[config.mk]
export PLATFORM = sky130hd
export DESIGN_NAME = brkpt_table
export DESIGN_NICKNAME = d
export VERILOG_FILES = /design/src/rtl/brkpt_pkg.sv /design/src/rtl/bpt_store.sv /design/src/rtl/bpt_match.sv /design/src/rtl/bpt_ctrl.sv /design/src/rtl/brkpt_table.sv
export SDC_FILE = /design/constraint.sdc
export NUM_CORES = 1
export LEC_CHECK = 0
export ABC_AREA = 1
export BUFFER_PORTS_ARGS = -buffer_cell sky130_fd_sc_hd__buf_2
export CAP_MARGIN = 20
export CELL_PAD_IN_SITES_DETAIL_PLACEMENT = 1
export CELL_PAD_IN_SITES_GLOBAL_PLACEMENT = 1
export CORE_UTILIZATION = 28
export DETAILED_ROUTE_END_ITERATION = 7
export PLACE_DENSITY = 0.67
export SLEW_MARGIN = 20
export SYNTH_ARGS = -nofsm -noshare
export SYNTH_HDL_FRONTEND = slang
export SYNTH_HIERARCHICAL = 1
export SYNTH_SLANG_ARGS = --single-unit
[constraint.sdc]
create_clock -name clk -period 4.85 [get_ports clk]
set_input_delay 0.2425 -clock clk [delete_from_list [all_inputs] [get_ports clk]]
set_output_delay 0.2425 -clock clk [all_outputs]
set_load 0.02 [all_outputs]
[src/rtl/brkpt_pkg.sv]
package brkpt_pkg;

    typedef enum logic [1:0] {
        OP_ADD  = 2'd0,
        OP_DEL  = 2'd1,
        OP_LOOK = 2'd2,
        OP_NOP  = 2'd3
    } bp_op_e;

    typedef enum logic {
        KIND_KEEP = 1'b0,
        KIND_ONCE = 1'b1
    } bp_kind_e;

    localparam logic [1:0] LK_NONE = 2'b00;
    localparam logic [1:0] LK_KEEP = 2'b01;
    localparam logic [1:0] LK_ONCE = 2'b10;

    function automatic logic [1:0] kind_code(bp_kind_e k);
        return (k == KIND_ONCE) ? LK_ONCE : LK_KEEP;
    endfunction

endpackage

[src/rtl/bpt_store.sv]
module bpt_store
    import brkpt_pkg::*;
#(
    parameter int AW    = 32,
    parameter int DEPTH = 8,
    localparam int IW   = (DEPTH > 1) ? $clog2(DEPTH) : 1,
    localparam int CW   = $clog2(DEPTH + 1)
) (
    input  logic            clk,
    input  logic            rst_n,
    input  logic            wr_en,
    input  logic [AW-1:0]   wr_addr,
    input  bp_kind_e        wr_kind,
    input  logic            sh_en,
    input  logic [IW-1:0]   sh_idx,
    input  logic            dec_en,
    output logic [AW-1:0]   addr_tab [DEPTH],
    output bp_kind_e        kind_tab [DEPTH],
    output logic [CW-1:0]   count
);

    for (genvar i = 0; i < DEPTH; i++) begin : g_slot
        if (i < DEPTH - 1) begin : g_mov
            always_ff @(posedge clk) begin
                if (!rst_n) begin
                    addr_tab[i] <= '0;
                    kind_tab[i] <= KIND_KEEP;
                end else if (wr_en && count == CW'(i)) begin
                    addr_tab[i] <= wr_addr;
                    kind_tab[i] <= wr_kind;
                end else if (sh_en && sh_idx == IW'(i)) begin
                    addr_tab[i] <= addr_tab[i+1];
                    kind_tab[i] <= kind_tab[i+1];
                end
            end
        end else begin : g_top
            always_ff @(posedge clk) begin
                if (!rst_n) begin
                    addr_tab[i] <= '0;
                    kind_tab[i] <= KIND_KEEP;
                end else if (wr_en && count == CW'(i)) begin
                    addr_tab[i] <= wr_addr;
                    kind_tab[i] <= wr_kind;
                end
            end
        end
    end

    always_ff @(posedge clk) begin
        if (!rst_n)      count <= '0;
        else if (wr_en)  count <= count + CW'(1);
        else if (dec_en) count <= count - CW'(1);
    end

endmodule

[src/rtl/bpt_match.sv]
module bpt_match
    import brkpt_pkg::*;
#(
    parameter int AW    = 32,
    parameter int DEPTH = 8,
    localparam int IW   = (DEPTH > 1) ? $clog2(DEPTH) : 1,
    localparam int CW   = $clog2(DEPTH + 1)
) (
    input  logic [AW-1:0]   addr_tab [DEPTH],
    input  bp_kind_e        kind_tab [DEPTH],
    input  logic [CW-1:0]   count,
    input  logic [AW-1:0]   key_addr,
    input  bp_kind_e        key_kind,
    output logic            addr_hit,
    output logic [IW-1:0]   addr_idx,
    output logic            both_hit,
    output logic [IW-1:0]   both_idx
);

    logic [DEPTH-1:0] am;
    logic [DEPTH-1:0] bm;

    for (genvar i = 0; i < DEPTH; i++) begin : g_cmp
        assign am[i] = (count > CW'(i)) && (addr_tab[i] == key_addr);
        assign bm[i] = am[i] && (kind_tab[i] == key_kind);
    end

    // lowest matching slot wins
    always_comb begin
        addr_idx = '0;
        both_idx = '0;
        for (int i = DEPTH - 1; i >= 0; i--) begin
            if (am[i]) addr_idx = IW'(i);
            if (bm[i]) both_idx = IW'(i);
        end
    end

    assign addr_hit = |am;
    assign both_hit = |bm;

endmodule

[src/rtl/bpt_ctrl.sv]
module bpt_ctrl
    import brkpt_pkg::*;
#(
    parameter int AW    = 32,
    parameter int DEPTH = 8,
    localparam int IW   = (DEPTH > 1) ? $clog2(DEPTH) : 1,
    localparam int CW   = $clog2(DEPTH + 1)
) (
    input  logic            clk,
    input  logic            rst_n,
    input  logic            cmd_valid,
    input  bp_op_e          cmd_op,
    input  logic [AW-1:0]   cmd_addr,
    output logic            cmd_ready,
    input  logic            pc_valid,
    input  logic [AW-1:0]   pc_addr,
    input  logic            pc_hit,
    input  logic [IW-1:0]   pc_idx,
    input  bp_kind_e        pc_kind,
    input  logic            c_addr_hit,
    input  bp_kind_e        c_addr_kind,
    input  logic            c_both_hit,
    input  logic [IW-1:0]   c_both_idx,
    input  logic [CW-1:0]   count,
    output logic            bp_hit,
    output logic [1:0]      bp_kind,
    output logic            wr_en,
    output logic            sh_en,
    output logic [IW-1:0]   sh_idx,
    output logic            dec_en,
    output logic            busy,
    output logic            rsp_valid,
    output logic            rsp_ok,
    output logic [1:0]      rsp_kind,
    output logic            inval_valid,
    output logic [AW-1:0]   inval_addr
);

    typedef enum logic {ST_IDLE, ST_COMPACT} st_e;

    st_e             state_q, state_d;
    logic [IW-1:0]   ptr_q, ptr_d;
    logic            idle, once_fire, accept, full;
    logic            rm_go;
    logic [IW-1:0]   rm_idx;

    assign idle      = (state_q == ST_IDLE);
    assign busy      = !idle;
    assign bp_hit    = idle && pc_valid && pc_hit;
    assign bp_kind   = bp_hit ? kind_code(pc_kind) : LK_NONE;
    assign once_fire = bp_hit && (pc_kind == KIND_ONCE);
    assign cmd_ready = idle && !once_fire;
    assign accept    = cmd_valid && cmd_ready;
    assign full      = (count == CW'(DEPTH));

    always_comb begin
        rm_go  = 1'b0;
        rm_idx = c_both_idx;
        if (once_fire) begin
            rm_go  = 1'b1;
            rm_idx = pc_idx;
        end else if (accept && cmd_op == OP_DEL && c_both_hit) begin
            rm_go  = 1'b1;
        end
    end

    // next state and table controls
    always_comb begin
        state_d = state_q;
        ptr_d   = ptr_q;
        wr_en   = 1'b0;
        sh_en   = 1'b0;
        sh_idx  = ptr_q;
        dec_en  = 1'b0;
        unique case (state_q)
            ST_IDLE: begin
                wr_en = accept && (cmd_op == OP_ADD) && !full;
                if (rm_go) begin
                    if ((CW'(rm_idx) + CW'(1)) == count) begin
                        dec_en = 1'b1;
                    end else begin
                        state_d = ST_COMPACT;
                        ptr_d   = rm_idx;
                    end
                end
            end
            ST_COMPACT: begin
                sh_en = 1'b1;
                if ((CW'(ptr_q) + CW'(2)) == count) begin
                    dec_en  = 1'b1;
                    state_d = ST_IDLE;
                end else begin
                    ptr_d = ptr_q + IW'(1);
                end
            end
            default: state_d = ST_IDLE;
        endcase
    end

    // state register
    always_ff @(posedge clk) begin
        if (!rst_n) begin
            state_q <= ST_IDLE;
            ptr_q   <= '0;
        end else begin
            state_q <= state_d;
            ptr_q   <= ptr_d;
        end
    end

    // registered outputs
    always_ff @(posedge clk) begin
        if (!rst_n) begin
            rsp_valid   <= 1'b0;
            rsp_ok      <= 1'b0;
            rsp_kind    <= LK_NONE;
            inval_valid <= 1'b0;
            inval_addr  <= '0;
        end else begin
            rsp_valid <= accept;
            rsp_kind  <= LK_NONE;
            rsp_ok    <= 1'b0;
            if (accept) begin
                unique case (cmd_op)
                    OP_ADD:  rsp_ok <= !full;
                    OP_DEL:  rsp_ok <= c_both_hit;
                    OP_LOOK: begin
                        rsp_ok   <= c_addr_hit;
                        rsp_kind <= c_addr_hit ? kind_code(c_addr_kind) : LK_NONE;
                    end
                    default: rsp_ok <= 1'b0;
                endcase
            end
            inval_valid <= once_fire
                        || (accept && cmd_op == OP_ADD && !full)
                        || (accept && cmd_op == OP_DEL && c_both_hit);
            inval_addr  <= once_fire ? pc_addr : cmd_addr;
        end
    end

endmodule

[src/rtl/brkpt_table.sv]
module brkpt_table
    import brkpt_pkg::*;
#(
    parameter int AW    = 32,
    parameter int DEPTH = 8,
    localparam int IW   = (DEPTH > 1) ? $clog2(DEPTH) : 1,
    localparam int CW   = $clog2(DEPTH + 1)
) (
    input  logic            clk,
    input  logic            rst_n,
    input  logic            cmd_valid,
    output logic            cmd_ready,
    input  logic [1:0]      cmd_op,
    input  logic [AW-1:0]   cmd_addr,
    input  logic            cmd_kind,
    output logic            rsp_valid,
    output logic            rsp_ok,
    output logic [1:0]      rsp_kind,
    input  logic            pc_valid,
    input  logic [AW-1:0]   pc_addr,
    output logic            bp_hit,
    output logic [1:0]      bp_kind,
    output logic            inval_valid,
    output logic [AW-1:0]   inval_addr,
    output logic [CW-1:0]   entry_count
);

    logic [AW-1:0] addr_tab [DEPTH];
    bp_kind_e      kind_tab [DEPTH];
    logic          wr_en, sh_en, dec_en, busy;
    logic [IW-1:0] sh_idx;
    logic          p_addr_hit, p_both_hit, c_addr_hit, c_both_hit;
    logic [IW-1:0] p_addr_idx, p_both_idx, c_addr_idx, c_both_idx;
    logic          unused_pc_both;

    assign unused_pc_both = ^{p_both_hit, p_both_idx};

    bpt_store #(.AW(AW), .DEPTH(DEPTH)) u_store (
        .clk      (clk),
        .rst_n    (rst_n),
        .wr_en    (wr_en),
        .wr_addr  (cmd_addr),
        .wr_kind  (bp_kind_e'(cmd_kind)),
        .sh_en    (sh_en),
        .sh_idx   (sh_idx),
        .dec_en   (dec_en),
        .addr_tab (addr_tab),
        .kind_tab (kind_tab),
        .count    (entry_count)
    );

    bpt_match #(.AW(AW), .DEPTH(DEPTH)) u_pc_match (
        .addr_tab (addr_tab),
        .kind_tab (kind_tab),
        .count    (entry_count),
        .key_addr (pc_addr),
        .key_kind (KIND_ONCE),
        .addr_hit (p_addr_hit),
        .addr_idx (p_addr_idx),
        .both_hit (p_both_hit),
        .both_idx (p_both_idx)
    );

    bpt_match #(.AW(AW), .DEPTH(DEPTH)) u_cmd_match (
        .addr_tab (addr_tab),
        .kind_tab (kind_tab),
        .count    (entry_count),
        .key_addr (cmd_addr),
        .key_kind (bp_kind_e'(cmd_kind)),
        .addr_hit (c_addr_hit),
        .addr_idx (c_addr_idx),
        .both_hit (c_both_hit),
        .both_idx (c_both_idx)
    );

    bpt_ctrl #(.AW(AW), .DEPTH(DEPTH)) u_ctrl (
        .clk         (clk),
        .rst_n       (rst_n),
        .cmd_valid   (cmd_valid),
        .cmd_op      (bp_op_e'(cmd_op)),
        .cmd_addr    (cmd_addr),
        .cmd_ready   (cmd_ready),
        .pc_valid    (pc_valid),
        .pc_addr     (pc_addr),
        .pc_hit      (p_addr_hit),
        .pc_idx      (p_addr_idx),
        .pc_kind     (kind_tab[p_addr_idx]),
        .c_addr_hit  (c_addr_hit),
        .c_addr_kind (kind_tab[c_addr_idx]),
        .c_both_hit  (c_both_hit),
        .c_both_idx  (c_both_idx),
        .count       (entry_count),
        .bp_hit      (bp_hit),
        .bp_kind     (bp_kind),
        .wr_en       (wr_en),
        .sh_en       (sh_en),
        .sh_idx      (sh_idx),
        .dec_en      (dec_en),
        .busy        (busy),
        .rsp_valid   (rsp_valid),
        .rsp_ok      (rsp_ok),
        .rsp_kind    (rsp_kind),
        .inval_valid (inval_valid),
        .inval_addr  (inval_addr)
    );

endmodule

==> impl.org <==
** Clock network
- Clock sink count :: a little over 300
- Deepest level of the CTS H-tree :: 2
- Number of buffers inserted by post-CTS setup repair :: 0
- TritonCTS clock tree :: yes
- CTS placed an instance of clkbuf_16 at the clock tree root.
- TritonCTS buffer count :: 43
- No sink is reached through more buffers than the 3 on the longest clock path.
- At the later pin of the worst-skew pair, clock insertion delay measures 0.61 ns.
- After clock tree synthesis, the clock-pin slew on the worst setup and hold paths is 0.06 ns.

** Floorplan
- The die is 293 um tall.
- The core region is 83,700 um2.
- Top-level port count :: 116
- In this run the horizontal extent of the chip is 293 um.
- For this configuration, the core starts out at a cell density of 0.283.
- Row Count :: between 100 and 150
- Die area :: roughly 86,000 um2

** Synth
- When the netlist entered floorplanning its net count stood at 4,005.
- A synthesized cell averages 6.04 um2.
- Number of instances in the synthesized netlist :: 3,927
- The Yosys step of the flow raised 6 warnings.
- Netlist area before placement :: 23,700 um2

** STA
- FMAX :: approximately 0.22 GHz
- Hold timing on the final database bottoms out at a slack of 0.0429 ns.
- The number of pins with negative max-slew slack in the final report is 0.
- Of the available clock period, the critical path in the final layout requires 0.939.
- Setup total negative slack on the finished layout was measured at 0 ns.
- The worst pin sits at a relative slew slack of 0.211.
- Setup violations remaining at the end of the flow were counted as 0.
- Shortest clock period the worst path allows after layout :: between 4 and 5 ns
- At the pin with the least slew margin, the transition time is 1.18 ns.
- Clock Skew :: 0.0336 ns
- Setup repair after global routing left no endpoint under its margin.
- The final hold violation count came to 0.

** Worst setup path
- Cell with the biggest individual delay on the critical path :: dfxtp_1
- Category of the worst setup path launch point :: flip-flop
- At the worst endpoint, the arrival time is 5.03 ns.
- Worst setup EP type :: flip-flop
- Maximum cell stage delay along the critical path :: 0.41 ns
- Cell family contributing the most delay on the critical path :: simple AND/OR/NAND/NOR gates
- Counting both buffers and inverters, the worst setup path holds a total of 8.
- Max FO, Critical Path :: 18
- The critical path in this run is classified as flip-flop to flip-flop.
- In this design, the critical path's most frequently occurring cell is nand2_1.
- At the worst endpoint, the required time is between 5 and 6 ns.

** Placed design
- Weighted congestion reported at the end of routability-driven placement :: 1.09
- Post-detailed-placement half-perimeter wirelength :: between 100,000 and 150,000 um
- The count of buffers added on input and output ports is approximately 120.

** Finish
- Final core area utilization :: 0.339
- Ratio of cells with drive above 1 in the final layout :: 0.138
- At the end of the flow, the number of nets in the layout was 4,198.
- Relative to the synthesized area, the layout overhead comes to 19.4%.

** Route
- Number of antenna-violating nets in the routed design :: 0
- TritonRoute pass-1 iters :: 6
- The detailed router placed 28,200 vias in this run.
- Via-to-Cell Ratio :: 5.34
- Drt wl/cell :: between 20 and 30 um
- Summed over all layers, the routed wires come to 151,000 um.
- After detailed routing, the number of remaining DRC violations is 0.
- DRT iter0 DRCs :: roughly 3,100

** Global route
- Global router's overall resource usage :: 0.345
- The first global-routing pass estimated roughly 210,000 um of wire.
- GRT Residual Overflow :: 0
- Pin count of the biggest net entering global routing :: ~110
- The number of global-route vias before repair was roughly 27,000.
- The number of antenna violations at the first check in global routing was 5.

** Job
- Max-cap violations in this run came to 0.

** Hold path
- Worst min path class :: input pin to flip-flop

** Power and ir drop
- Leakage Power :: 12.6 nW
- The design draws 7.07 mW.
- IR drop worst, VDD :: 0.225 mV
- For this design the ratio of total power to cell area is around 250 nW/um2.

** Outcome
- The flow ran to the end, and the final reports show no timing, DRC or antenna violations.
[report_power, final]
part	total, mW	switching, mW	internal, mW
Sequential	2.62	0.0464	2.58
Clock	3.41	1.39	2.02
Combinational	1.04	0.747	0.295
[timing repair]
action,4_1_cts,5_1_grt
hold buffers,13,0
endpoints found under the hold margin,11,0
gates resized for setup,0,5
setup endpoints to repair,0,75
[cell type report]
type	instances	area, um2
inverter	223	882
multi-input combinational	3169	15400
clock inverter	13	195
sequential	309	6190
tap	1134	1420
antenna	3	7.51
clock buffer	62	1270
fill	10900	55400
timing repair buffer	374	2960
[stage by stage]
stage	std cells	area (um2)	setup slack, ns
finish	5287	28300	0.296
global route	5284	28300	0.00324
CTS	5284	28300	0.289
detailed placement	5196	26700	0.205
global placement	5196	26700	0.226
floorplan	3927	23700	0.702
[layer usage]
metal,vias to the layer above,routed length [um],global-route usage
li1,12600,-,-
met1,13800,62500,0.444
met2,1422,64200,0.528
met3,364,13700,0.0707
met4,2,10600,0.210
met5,-,16,0
[worst register-to-register path: cells and delay by family, from the launching register on]
| family | cells | cell delay, ns |
|---|---|---|
| buffers and inverters | 8 | 1.24 |
| AO/OA/AOI/OAI | 2 | 0.34 |
| flip-flops | 1 | 0.41 |
| AND/OR/NAND/NOR | 23 | 2.43 |
[sequential cells by signal, summed over array words and instances (netlist names)]
signal,cells
u_ctrl/busy,1
u_ctrl/inval_addr,32
u_ctrl/inval_valid,1
u_ctrl/rsp_kind,2
u_ctrl/rsp_ok,1
u_ctrl/rsp_valid,1
u_ctrl/sh_idx,3
u_store/addr_tab,256
u_store/count,4
u_store/kind_tab,8
[path summary, 6_finish.rpt]
| kind | start | endpoint | slack [ns] | cells past startpoint |
|---|---|---|---|---|
| max | u_store/addr_tab[77] | u_store/addr_tab[236] | 0.30 | 33 |
| min | pc_addr[7] | u_ctrl/inval_addr[7] | 0.04 | 3 |
| max reg2reg | u_store/addr_tab[77] | u_store/addr_tab[236] | 0.30 | 33 |
| min reg2reg | u_store/kind_tab[0] | u_store/kind_tab[0] | 0.56 | 2 |
[layout by cell type (no fill, tap or decap), drive strengths merged, types with 49 or more instances in the layout]
master / instances
nand3: 57
dfxtp: 309
nand2: 1268
nor2: 946
xor2: 92
a21oi: 49
nand3b: 238
xnor2: 189
inv: 220
clkbuf: 62
o21ai: 136
buf: 361
No activity file was read; power rests on OpenSTA's default activity.
